`config.mk`:
```
export PLATFORM = sky130hd
export DESIGN_NAME = pgood_window_mon
export DESIGN_NICKNAME = d
export VERILOG_FILES = /design/src/rtl/pg_pkg.sv /design/src/rtl/pg_thresh_calc.sv /design/src/rtl/pg_window_cmp.sv /design/src/rtl/pg_state_ctl.sv /design/src/rtl/pgood_window_mon.sv
export SDC_FILE = /design/constraint.sdc
export NUM_CORES = 1
export LEC_CHECK = 0
export BUFFER_PORTS_ARGS = -buffer_cell sky130_fd_sc_hd__buf_4
export CAP_MARGIN = 15
export CELL_PAD_IN_SITES_DETAIL_PLACEMENT = 0
export CELL_PAD_IN_SITES_GLOBAL_PLACEMENT = 1
export CORE_AREA = 2 2 207 209
export CTS_CLUSTER_SIZE = 40
export DETAILED_ROUTE_END_ITERATION = 6
export DIE_AREA = 0 0 209 211
export PLACE_DENSITY_LB_ADDON = 0.12
export SLEW_MARGIN = 20
export SYNTH_ARGS = -nofsm -noshare
export SYNTH_HDL_FRONTEND = slang
export SYNTH_SLANG_ARGS = --single-unit
export TNS_END_PERCENT = 1
```
`constraint.sdc`:
```
create_clock -name clk -period 45.3 [get_ports clk]
set_clock_uncertainty 0.05 [all_clocks]
set_input_delay 2.265 -clock clk [delete_from_list [all_inputs] [get_ports clk]]
set_output_delay 2.265 -clock clk [all_outputs]
set_load 0.02 [all_outputs]
```
`src/rtl/pg_pkg.sv`:
```
// Shared constants and types for the power-good window monitor.
// Assumes thresholds are whole percentages of the nominal code.
package pg_pkg;
    localparam int unsigned NUM_THR      = 4;
    localparam int unsigned PCT_DIV      = 100;
    localparam int unsigned PCT_UV_FAULT = 92;
    localparam int unsigned PCT_UV_REL   = 94;
    localparam int unsigned PCT_OV_REL   = 107;
    localparam int unsigned PCT_OV_FAULT = 109;

    // Index of each threshold in the threshold vector
    typedef enum int unsigned {
        THR_UV_FAULT = 0,
        THR_UV_REL   = 1,
        THR_OV_REL   = 2,
        THR_OV_FAULT = 3
    } thr_idx_e;

    // Comparator results for one sample
    typedef struct packed {
        logic uv_trip;   // below the low fault floor
        logic ov_trip;   // above the high fault ceiling
        logic in_window; // inside the release window, inclusive
        logic ov_drop;   // strictly below the high release level
    } pg_cmp_t;

    // Percentage attached to each threshold index
    function automatic int unsigned thr_pct(input int unsigned idx);
        case (idx)
            THR_UV_FAULT: return PCT_UV_FAULT;
            THR_UV_REL:   return PCT_UV_REL;
            THR_OV_REL:   return PCT_OV_REL;
            default:      return PCT_OV_FAULT;
        endcase
    endfunction
endpackage

```
`src/rtl/pg_thresh_calc.sv`:
```
// Derives the four window thresholds from the nominal code.
// Each threshold is floor(nom * pct / 100). The widths leave room for 109 %.
module pg_thresh_calc
    import pg_pkg::*;
#(
    parameter int unsigned SAMPLE_W = 12
) (
    input  logic [SAMPLE_W-1:0]                nom_code,
    output logic [NUM_THR-1:0][SAMPLE_W:0]     thr
);
    localparam int unsigned THR_W  = SAMPLE_W + 1;
    localparam int unsigned PROD_W = SAMPLE_W + 7;

    for (genvar gi = 0; gi < NUM_THR; gi++) begin : g_thr
        localparam int unsigned PCT = thr_pct(gi);
        logic [PROD_W-1:0] prod;
        // Scale the nominal code by this threshold's percentage
        always_comb begin
            prod     = PROD_W'(nom_code) * PROD_W'(PCT);
            thr[gi]  = THR_W'(prod / PROD_W'(PCT_DIV));
        end
    end
endmodule

```
`src/rtl/pg_window_cmp.sv`:
```
// Compares one sample against the four thresholds.
// Assumes the threshold vector comes from pg_thresh_calc.
module pg_window_cmp
    import pg_pkg::*;
#(
    parameter int unsigned SAMPLE_W = 12
) (
    input  logic [SAMPLE_W-1:0]            smp_code,
    input  logic [NUM_THR-1:0][SAMPLE_W:0] thr,
    output pg_cmp_t                        cmp
);
    logic [SAMPLE_W:0] smp_ext;

    // Classify the sample against every threshold
    always_comb begin
        smp_ext       = {1'b0, smp_code};
        cmp.uv_trip   = smp_ext < thr[THR_UV_FAULT];
        cmp.ov_trip   = smp_ext > thr[THR_OV_FAULT];
        cmp.in_window = (smp_ext >= thr[THR_UV_REL]) && (smp_ext <= thr[THR_OV_REL]);
        cmp.ov_drop   = smp_ext < thr[THR_OV_REL];
    end
endmodule

```
`src/rtl/pg_state_ctl.sv`:
```
// Holds the power-good decision and the overvoltage mask.
// Changes only on strobed cycles. Reset gives fault with the mask clear.
module pg_state_ctl
    import pg_pkg::*;
(
    input  logic    clk,
    input  logic    rst_n,
    input  logic    smp_vld,
    input  pg_cmp_t cmp,
    output logic    pg_good,
    output logic    ov_mask
);
    typedef enum logic {PG_FAULT = 1'b0, PG_OK = 1'b1} pg_state_e;
    pg_state_e state_q, state_d;
    logic      mask_d;

    // Next-state choice with hysteresis; states between thresholds hold
    always_comb begin
        state_d = state_q;
        mask_d  = ov_mask;
        if (smp_vld) begin
            if (state_q == PG_OK) begin
                if (cmp.uv_trip || cmp.ov_trip) state_d = PG_FAULT;
            end else if (cmp.in_window) begin
                state_d = PG_OK;
            end
            if (cmp.ov_trip)      mask_d = 1'b1;
            else if (cmp.ov_drop) mask_d = 1'b0;
        end
    end

    // State registers with synchronous reset
    always_ff @(posedge clk) begin
        if (!rst_n) begin
            state_q <= PG_FAULT;
            ov_mask <= 1'b0;
        end else begin
            state_q <= state_d;
            ov_mask <= mask_d;
        end
    end

    assign pg_good = (state_q == PG_OK);
endmodule

```
`src/rtl/pgood_window_mon.sv`:
```
// Top of the power-good window monitor.
// Assumes smp_code and nom_code share the same scale. hs_drive is gated without a register.
module pgood_window_mon
    import pg_pkg::*;
#(
    parameter int unsigned SAMPLE_W = 12
) (
    input  logic                clk,
    input  logic                rst_n,
    input  logic                smp_vld,
    input  logic [SAMPLE_W-1:0] smp_code,
    input  logic [SAMPLE_W-1:0] nom_code,
    input  logic                hs_req,
    output logic                pg_pull_low,
    output logic                ov_flag,
    output logic                hs_drive
);
    logic [NUM_THR-1:0][SAMPLE_W:0] thr;
    pg_cmp_t                        cmp;
    logic                           pg_good;
    logic                           ov_mask;

    pg_thresh_calc #(.SAMPLE_W(SAMPLE_W)) u_thr (
        .nom_code (nom_code),
        .thr      (thr)
    );

    pg_window_cmp #(.SAMPLE_W(SAMPLE_W)) u_cmp (
        .smp_code (smp_code),
        .thr      (thr),
        .cmp      (cmp)
    );

    pg_state_ctl u_ctl (
        .clk     (clk),
        .rst_n   (rst_n),
        .smp_vld (smp_vld),
        .cmp     (cmp),
        .pg_good (pg_good),
        .ov_mask (ov_mask)
    );

    // Open-drain pull-down, mask flag and high-side gate
    always_comb begin
        pg_pull_low = !pg_good;
        ov_flag     = ov_mask;
        hs_drive    = hs_req && !ov_mask;
    end
endmodule

```
==> out/qor.csv, run 1 <==
metric;value;unit
hold violation total from the final report;0;
number of filler instances in the final layout;4075;
via count;25600;
aggregate negative setup slack;0;ns
total count of max-transition violations in the final report;0;
die width;209;um
Setup Viol. Count Final;0;
Starting Density;0.536;
diodes inserted;0;
number of clock sinks seen by CTS;2;
path category of the worst min-delay check;reg -> reg;
setup slack, reg-to-reg;43.47;ns
Crit path arrival time;22.90;ns
Post-Syn Area;22400;um2
synthesized net count;3455;
final cell count without fillers;3664;
post-CTS repair timing setup buffer count;0;
maximum number of pins on one net before global-route repair;29;
Port Buffers;30;
via count of the first global-routing pass;23700;
Gates resized, CTS repair;0;
clock tree root buffer cell;clkbuf_16;
post-DR vias/cell;6.98;
io pins;31;
ANT nets after route;0;
depth of the CTS H-tree;1;
mean cell area of the mapped netlist;7.06;um2
Worst Path Class, Setup;in -> reg;
worst-skew pair later-pin latency;0.23;ns
category of cells accounting for the largest share of critical-path delay;compound AO/OA/AOI/OAI gates;
result of the run;finished, final reports clean;
Total GRT Usage;0.343;
Synth async-reset ratio;0;
fraction of the yosys area taken by sequential cells;0.00179;
number of warning messages in the yosys log;0;
Routability Congestion;0.990;
crit path max fanout;28;
standard cell area after detailed placement;23000;um2
number of flip-flops and latches in the synthesized netlist;2;
gate count after technology mapping;3168;
CTS tree;yes;
period utilisation layout;0.504;
fin nets;3414;
count of distinct cell types in the synthesized netlist;137;
detail-routed net length per standard cell;21.3;um
die span in y;211;um
Fmax achieved;0.0438;GHz
fraction of layout instances using a drive strength above 1;0.0822;
number of violations reported at the end of detailed-routing iteration 0;2720;
delay of the slowest cell on the worst path;0.76;ns
Site Rows;75;
type of origin of the critical path;input pin;
Congestion Overflow GR;0;
area of the die;44100;um2
critical path buffer and inverter count;7;
DR DRC count;0;
area added between synthesis and finish;3.25;%
number of buffers added to fix hold violations after cts;0;
slew at the pin closest to its max-slew limit;1.11;ns
number of synthesized flops with an enable pin;0;
post-placement cell count;3661;
worst rel slew slack;0.258;
minimum clock period;22.85;ns
Critical Path RT;45.35;ns
post-detailed-placement half-perimeter wirelength;63300;um
clock buffer count from CTS;3;
most prevalent standard cell on the critical path;a21oi_1;
Floorplan Core Area;41800;um2
clock transition at the register clock pins on the worst setup and hold paths after CTS;0.03;ns
highest-delay cell along the critical path;or4_1;
final routed wirelength across all metal layers;78100;um
cell area after layout;23100;um2
first-pass GRT wire length;125000;um
max-cap viol count;0;
top flip-flop cell by instance count after synthesis;dfxtp_1;
Clock Tree Buf Depth;2;
unrepaired setup endpoints after global routing;false;
Initial DRT Pass Iterations;5;
capturing element type of the critical path;register;
number of antenna violations at the first check in global routing;0;
==> cell families (layout without fill, tap and decap cells) <==
| logic type | Yosys count | in the layout | share of synthesized area |
|---|---|---|---|
| DFF | 2 | 2 | 0.00179 |
| buffers and inverters | 314 | 271 | 0.0554 |
| muxes | 81 | 81 | 0.0384 |
| AOI/OAI and AO/OA | 1139 | 1139 | 0.383 |
| xor gates and xnor gates | 189 | 189 | 0.0747 |
| adders and majority gates | 261 | 261 | 0.174 |
| and+or+nand+nor | 1182 | 1182 | 0.273 |
==> placed cells by master, fill, tap and decap left out, types with 50 or more instances in the layout <==
cell type    n
a21o_1      59
a21oi_1    196
and2_1      58
buf_4       50
fa_1        85
ha_1       174
inv_1      209
mux2i_1     54
nand2_1    235
nand3_1    118
nor2_1     286
nor3_1     108
o211ai_1    63
o21ai_0    160
xnor2_1    135
xor2_1      51
==> path summary, 6_finish.rpt <==
path                                   start                          to  cells after the start
setup / recovery                 nom_code[5]  u_ctl.pg_good$_SDFFE_PN0P_                     73
hold / removal    u_ctl.ov_mask$_SDFFE_PN0P_  u_ctl.ov_mask$_SDFFE_PN0P_                      2
setup reg to reg  u_ctl.pg_good$_SDFFE_PN0P_  u_ctl.pg_good$_SDFFE_PN0P_                      8
hold reg to reg   u_ctl.ov_mask$_SDFFE_PN0P_  u_ctl.ov_mask$_SDFFE_PN0P_                      2
==> flip-flops by register name, indices dropped and copies added (netlist names) <==
register,count
u_ctl.pg_good,1
u_ctl.ov_mask,1
==> cells in the mapped netlist (44+ instances only) <==
cell type / count / area share
nor2_1: 286 / 0.048
nand2_1: 235 / 0.039
inv_1: 209 / 0.035
a21oi_1: 196 / 0.044
ha_1: 174 / 0.097
o21ai_0: 160 / 0.036
xnor2_1: 136 / 0.053
nand3_1: 118 / 0.026
nor3_1: 108 / 0.024
fa_1: 85 / 0.076
o211ai_1: 63 / 0.021
clkbuf_1: 61 / 0.010
a21o_1: 59 / 0.020
and2_1: 58 / 0.016
mux2i_1: 54 / 0.024
xor2_1: 51 / 0.020
a211oi_1: 50 / 0.017
nand4_1: 49 / 0.014
a31oi_1: 47 / 0.013
nor4_1: 44 / 0.012
==> area by class of cell <==
| class | count | area, um2 | area share |
|---|---|---|---|
| clock buffer | 3 | 75.1 | 0.00325 |
| multi-input combinational | 2852 | 21100 | 0.914 |
| inverter | 218 | 818 | 0.0354 |
| timing repair buffer | 50 | 375 | 0.0163 |
| sequential | 2 | 40.0 | 0.00173 |
| tap | 539 | 674 | 0.0292 |
==> tightest hold or removal path: cells and delay by family, from the launching register on <==
| family | cells | cell delay (ns) |
|---|---|---|
| compound gates | 1 | 0.08 |
| flops | 1 | 0.35 |
| simple gates | 1 | 0.07 |
==> layer usage <==
metal,wire [um],up-vias,track usage,part of all wire
li1,-,12100,-,-
met1,35400,12200,0.473,0.45
met2,34700,1065,0.558,0.44
met3,5470,151,0.0384,0.070
met4,2570,0,0.111,0.033
met5,0,-,0,0
==> stage by stage <==
| stage | utilization | hold WS (ns) | worst slack [ns] |
|---|---|---|---|
| floorplan | - | 0.500 | 27.33 |
| global placement | 0.551 | 0.492 | 22.87 |
| detailed placement | 0.551 | 0.504 | 22.63 |
| CTS | 0.553 | 0.515 | 22.83 |
| global route | 0.553 | 0.552 | 20.98 |
| finish | 0.553 | 0.516 | 22.45 |
Power of run 1 is left out: the tool's default activity adds up to more than one toggle a clock period on the data nets, which glitch-free logic cannot reach.
==> inputs of run 2 (changes only) <==
ABC_AREA = 1   (was not set)
CORE_AREA = 2 2 217 219   (was 2 2 207 209)
DIE_AREA = 0 0 219 221   (was 0 0 209 211)
clock period = 19.6 ns   (was 45.3 ns; I/O delays follow)
==> run 2 against run 1 <==
Effect of this change:
- non-clock buffer count fell by 16
- register-to-register slack got worse by 25 ns
- cell area fell by 12%
- global-route usage fell by 11 points
- worst setup slack got worse by 19 ns
- sequential share of layout area barely moved
- via count fell by 21%
- worst hold slack got worse by 0.022 ns
- first-iteration DRC count fell by 58%
- sequential cell count did not move
- cell count rose by 8.9%
- wire length fell by 28%
- largest cell class unchanged
==> out/qor.csv, run 2 <==
metric;value;unit;change
max-cap viol count;0;;unchanged
fraction of layout instances using a drive strength above 1;0.126;;was 0.0822
diodes inserted;0;;unchanged
Setup Viol. Count Final;0;;unchanged
die span in y;221;um;was 211 um
fraction of the yosys area taken by sequential cells;0.00204;;was 0.00179
slew at the pin closest to its max-slew limit;0.951;ns;was 1.11 ns
post-DR vias/cell;5.05;;was 6.98
routed length on met2;24900;um;was 34700 um
mean cell area of the mapped netlist;5.81;um2;was 7.06 um2
die width;219;um;was 209 um
met3 layer wire length in the routed design;1670;um;was 5470 um
hold violation total from the final report;0;;unchanged
worst-skew pair later-pin latency;0.22;ns;was 0.23 ns
Site Rows;79;;was 75
io pins;31;;unchanged
Routed met1 length;29000;um;was 35400 um
top flip-flop cell by instance count after synthesis;dfxtp_1;;unchanged
Synth async-reset ratio;0;;unchanged
clock buffer count from CTS;3;;unchanged
clock transition at the register clock pins on the worst setup and hold paths after CTS;0.03;ns;about the same
fin nets;3673;;was 3414
clock tree root buffer cell;clkbuf_16;;unchanged
total count of max-transition violations in the final report;0;;unchanged
count of distinct cell types in the synthesized netlist;68;;was 137
depth of the CTS H-tree;1;;unchanged
leading cell type in the layout, fill and taps excluded;nand2_1;;was nor2_1
aggregate negative setup slack;0;ns;unchanged
worst rel slew slack;0.365;;was 0.258
cell with the most instances after synthesis;nand2_1;;was nor2_1
via count of the first global-routing pass;19000;;was 23700
category of cells accounting for the largest share of critical-path delay;simple AND/OR/NAND/NOR gates;;was compound AO/OA/AOI/OAI gates
Starting Density;0.426;;was 0.536
number of synthesized flops with an enable pin;0;;unchanged
capturing element type of the critical path;register;;unchanged
top cell types by occurrence after synthesis;nand2_1 (984), inv_1 (587), nand3_1 (356);;was nor2_1 (286), nand2_1 (235), inv_1 (209)
period utilisation layout;0.836;;
Routability Congestion;0.903;;was 0.990
number of antenna violations at the first check in global routing;0;;unchanged
number of clock sinks seen by CTS;2;;unchanged
Floorplan Core Area;46100;um2;was 41800 um2
Clock Tree Buf Depth;2;;unchanged
type of origin of the critical path;input pin;;unchanged
post-detailed-placement half-perimeter wirelength;49200;um;was 63300 um
Initial DRT Pass Iterations;7;;was 5
Port Buffers;30;;unchanged
crit path max fanout;15;;was 28
top sig layer;met4;;unchanged
Crit path arrival time;16.48;ns;was 22.90 ns
ANT nets after route;0;;unchanged
share of Yosys cell area claimed by the top area cell type;0.188;;was 0.0973
number of flip-flops and latches in the synthesized netlist;2;;unchanged
post-CTS repair timing setup buffer count;0;;unchanged
Fmax achieved;0.0610;GHz;
first-pass GRT wire length;93600;um;was 125000 um
Post-Syn Area;19600;um2;was 22400 um2
cell types occupying the most area after synthesis;nand2_1 (19%), inv_1 (11%), ha_1 (11%), nand3_1 (9.1%), fa_1 (8.7%);;was ha_1 (9.7%), fa_1 (7.6%), xnor2_1 (5.3%), nor2_1 (4.8%), a21oi_1 (4.4%)
CTS tree;yes;;unchanged
number of violations reported at the end of detailed-routing iteration 0;1155;;was 2720
final routed wirelength across all metal layers;56300;um;was 78100 um
number of buffers added to fix hold violations after cts;0;;unchanged
highest-delay cell along the critical path;fa_1;;was or4_1
minimum clock period;16.38;ns;
gate count after technology mapping;3378;;was 3168
area added between synthesis and finish;3.75;%;was 3.25%
number of warning messages in the yosys log;0;;unchanged
Critical Path RT;19.70;ns;was 45.35 ns
delay of the slowest cell on the worst path;0.56;ns;was 0.76 ns
unrepaired setup endpoints after global routing;false;;unchanged
DR DRC count;0;;unchanged
area of the die;48400;um2;was 44100 um2
critical path buffer and inverter count;10;;was 7
result of the run;finished, final reports clean;;unchanged
Gates resized, CTS repair;0;;unchanged
synthesized net count;3665;;was 3455
Total GRT Usage;0.232;;was 0.343
maximum number of pins on one net before global-route repair;25;;was 29
path category of the worst min-delay check;reg -> reg;;unchanged
via count;20100;;was 25600
detail-routed net length per standard cell;14.1;um;was 21.3 um
Congestion Overflow GR;0;;unchanged
Yosys top cell by area;nand2_1;;was ha_1
Worst Path Class, Setup;in -> reg;;unchanged
commonest cells after routing, fill and taps aside;nand2_1 (984), inv_1 (587), nand3_1 (356), nor2_1 (215), ha_1 (174);;was nor2_1 (286), nand2_1 (235), inv_1 (209), a21oi_1 (196), ha_1 (174)
[run 2: final cells by class]
type | instances | area, um2
Sequential cell | 2 | 40.0
Clock buffer | 3 | 75.1
Fill cell | 5113 | 25700
Timing Repair Buffer | 34 | 255
Inverter | 628 | 2390
Tap cell | 607 | 759
Multi-Input combinational cell | 2717 | 16800
[run 2: through the flow]
step	hold WS, ns	cell area (um2)	setup slack [ns]	utilization	instances
detailed placement	0.484	20300	2.95	0.440	3988
CTS	0.490	20400	3.15	0.442	3991
floorplan	0.449	19600	5.98	-	3378
global placement	0.488	20300	3.42	0.440	3988
global route	0.561	20400	1.38	0.442	3991
finish	0.494	20400	3.22	0.442	3991
[run 2: routing by layer]
metal  global-route usage  vias up
li1                     -    10700
met1                0.341     9141
met2                0.381      276
met3               0.0135       38
met4               0.0303        0
met5                    0        -
[run 2: path summary, 6_finish.rpt]
check / start / end / slack (ns) / depth (start not counted)
max: nom_code[5] / u_ctl.pg_good$_SDFFE_PN0P_ / 3.22 / 105
min: u_ctl.pg_good$_SDFFE_PN0P_ / u_ctl.pg_good$_SDFFE_PN0P_ / 0.49 / 3
max reg2reg: u_ctl.ov_mask$_SDFFE_PN0P_ / u_ctl.ov_mask$_SDFFE_PN0P_ / 18.80 / 2
min reg2reg: u_ctl.pg_good$_SDFFE_PN0P_ / u_ctl.pg_good$_SDFFE_PN0P_ / 0.49 / 3
[run 2: worst register-to-register path, stage by stage, from the launching register on]
cell      delay, ns
dfxtp_1        0.46
nand2_1        0.08
a21boi_0       0.13
[run 2: cells by family after synthesis]
logic type / after synthesis / share of synthesized area
fa+ha+maj: 259 / 0.198
xor+xnor: 153 / 0.0702
simple gates: 2021 / 0.507
buf+inv: 659 / 0.140
flops: 2 / 0.00204
compound gates: 284 / 0.0828
Power of run 2 is left out for the same reason.
==> inputs of run 3 (changes only) <==
ABC_AREA = 0   (was 1)
CORE_AREA = 2 2 215 217   (was 2 2 217 219)
DIE_AREA = 0 0 217 219   (was 0 0 219 221)
clock period = 16.8 ns   (was 19.6 ns; I/O delays follow)
==> run 3 against run 2 <==
Effect of this change:
- worst setup slack got worse by 3.1 ns
- clock-buffer cell count unchanged
- sequential cell count unchanged
- non-clock buffer count increased by 595
- die area is 1.8% lower
- critical path depth fell by 25
- worst hold slack got worse by 0.070 ns
- register-to-register slack got worse by 4.1 ns
- cell count rose by 8.0%
- largest cell class unchanged
==> out/qor.csv, run 3 (synthesis gave the netlist of run 1 again) <==
metric;value;unit;change
detail-routed net length per standard cell;19.9;um;was 14.1 um
critical path launch point;nom_code[9];;was nom_code[5]
fin nets;3993;;was 3673
number of antenna violations at the first check in global routing;4;;was 0
worst hold-check slack;0.424;ns;was 0.494 ns
Clock Tree Buf Depth;2;;unchanged
worst r2r dst;u_ctl.pg_good$_SDFFE_PN0P_;;was u_ctl.ov_mask$_SDFFE_PN0P_
area added between synthesis and finish;26.8;%;was 3.75%
first-pass GRT wire length;136000;um;was 93600 um
Place WS;-0.449;ns;was 2.95 ns
Floorplan Core Area;45100;um2;was 46100 um2
io pins;31;;unchanged
commonest cells after routing, fill and taps aside;buf_4 (622), nor2_1 (279), nand2_1 (234), inv_1 (208), a21oi_1 (187);;was nand2_1 (984), inv_1 (587), nand3_1 (356), nor2_1 (215), ha_1 (174)
worst-skew pair later-pin latency;0.22;ns;about the same
ANT nets after route;0;;unchanged
slew at the pin closest to its max-slew limit;0.920;ns;was 0.951 ns
setup slack, reg-to-reg;14.70;ns;was 18.80 ns
worst rel slew slack;0.383;;was 0.365
final cell count without fillers;4310;;was 3991
path category of the worst min-delay check;reg -> reg;;unchanged
final routed wirelength across all metal layers;85700;um;was 56300 um
Setup Viol. Count Final;0;;unchanged
depth of the CTS H-tree;1;;unchanged
Congestion Overflow GR;0;;unchanged
number of violations reported at the end of detailed-routing iteration 0;2623;;was 1155
post-detailed-placement half-perimeter wirelength;70400;um;was 49200 um
hold violation total from the final report;0;;unchanged
number of clock sinks seen by CTS;2;;unchanged
DR DRC count;0;;unchanged
area of the die;47500;um2;was 48400 um2
crit path max fanout;8;;was 15
via count of the first global-routing pass;26000;;was 19000
total count of max-transition violations in the final report;0;;unchanged
number of filler instances in the final layout;4105;;was 5113
Worst Setup EP;u_ctl.pg_good$_SDFFE_PN0P_;;unchanged
start point of the worst hold path;u_ctl.ov_mask$_SDFFE_PN0P_;;was u_ctl.pg_good$_SDFFE_PN0P_
Initial DRT Pass Iterations;6;;was 7
CTS tree;yes;;unchanged
unrepaired setup endpoints after global routing;true;;was false
Starting Density;0.496;;was 0.426
die width;217;um;was 219 um
critical register-to-register path startpoint;u_ctl.pg_good$_SDFFE_PN0P_;;was u_ctl.ov_mask$_SDFFE_PN0P_
fraction of layout instances using a drive strength above 1;0.258;;was 0.126
Routability Congestion;1.01;;was 0.903
Register-to-Register Path Depth;8;;was 2
maximum number of pins on one net before global-route repair;27;;was 25
die span in y;219;um;was 221 um
type of origin of the critical path;input pin;;unchanged
Crit path arrival time;16.76;ns;was 16.48 ns
Site Rows;78;;was 79
period utilisation layout;0.991;;
Port Buffers;30;;unchanged
clock transition at the register clock pins on the worst setup and hold paths after CTS;0.03;ns;about the same
post-placement cell count;4267;;was 3988
clock tree root buffer cell;clkbuf_16;;unchanged
post-DR vias/cell;6.50;;was 5.05
Fmax achieved;0.0600;GHz;
result of the run;finished, final reports clean;;unchanged
sequential cell area;40.0;um2;unchanged
max-cap viol count;0;;unchanged
highest-delay cell along the critical path;or4_4;;was fa_1
Critical Path RT;16.90;ns;was 19.70 ns
utilization of the core after routing;0.629;;was 0.442
least setup slack across all paths after layout;0.144;ns;was 3.22 ns
via count;28000;;was 20100
total area of multi-input combinational cells;21900;um2;was 16800 um2
most prevalent standard cell on the critical path;buf_4;;
clock buffer count from CTS;3;;unchanged
Worst Path Class, Setup;in -> reg;;unchanged
leading cell type in the layout, fill and taps excluded;buf_4;;was nand2_1
delay of the slowest cell on the worst path;0.60;ns;was 0.56 ns
minimum clock period;16.66;ns;
capturing element type of the critical path;register;;unchanged
Total GRT Usage;0.342;;was 0.232
run 3: timing repair:
item	CTS	global route
pin swaps	4	70
gates cloned	0	1
gates resized for setup	15	155
hold buffers	0	0
endpoints found under the setup margin	1	2
buffers inserted	5	28
run 3: layout make-up:
| type | count | area share |
|---|---|---|
| Clock buffer | 3 | 0.00265 |
| Sequential cell | 2 | 0.00141 |
| Multi-Input combinational cell | 2852 | 0.773 |
| Antenna cell | 6 | 0.000529 |
| Inverter | 218 | 0.0289 |
| Timing Repair Buffer | 629 | 0.167 |
| Tap cell | 600 | 0.0265 |
run 3: worst min-delay path by stage:
stage	to	slack (ns)	cells after the start
after floorplan	u_ctl.ov_mask$_SDFFE_PN0P_	0.50	2
after global placement	u_ctl.ov_mask$_SDFFE_PN0P_	0.43	2
after detailed placement	u_ctl.ov_mask$_SDFFE_PN0P_	0.42	2
after CTS	u_ctl.ov_mask$_SDFFE_PN0P_	0.43	2
after global routing	u_ctl.ov_mask$_SDFFE_PN0P_	0.45	2
final	u_ctl.ov_mask$_SDFFE_PN0P_	0.42	2
run 3: per-layer routing:
metal	vias up	GRT usage	share of wire
li1	13300	-	-
met1	13400	0.465	0.44
met2	1172	0.572	0.46
met3	164	0.0337	0.071
met4	0	0.101	0.031
met5	-	0	0
run 3: metrics by stage:
step                      TNS [ns]  area [um2]
final                            0       28400
after global routing        -0.541       28400
after CTS                        0       27400
after detailed placement    -0.449       27200
after global placement      -0.227       27200
after floorplan                  0       22400
run 3: worst max-delay path: cells and delay by family:
family | cells | cell delay [ns]
xor gates and xnor gates | 1 | 0.18
muxes | 1 | 0.10
AOI/OAI and AO/OA | 38 | 7.02
buffers and inverters | 16 | 2.36
and+or+nand+nor | 19 | 4.00
adders and majority gates | 5 | 2.21
Power of run 3 is left out for the same reason.
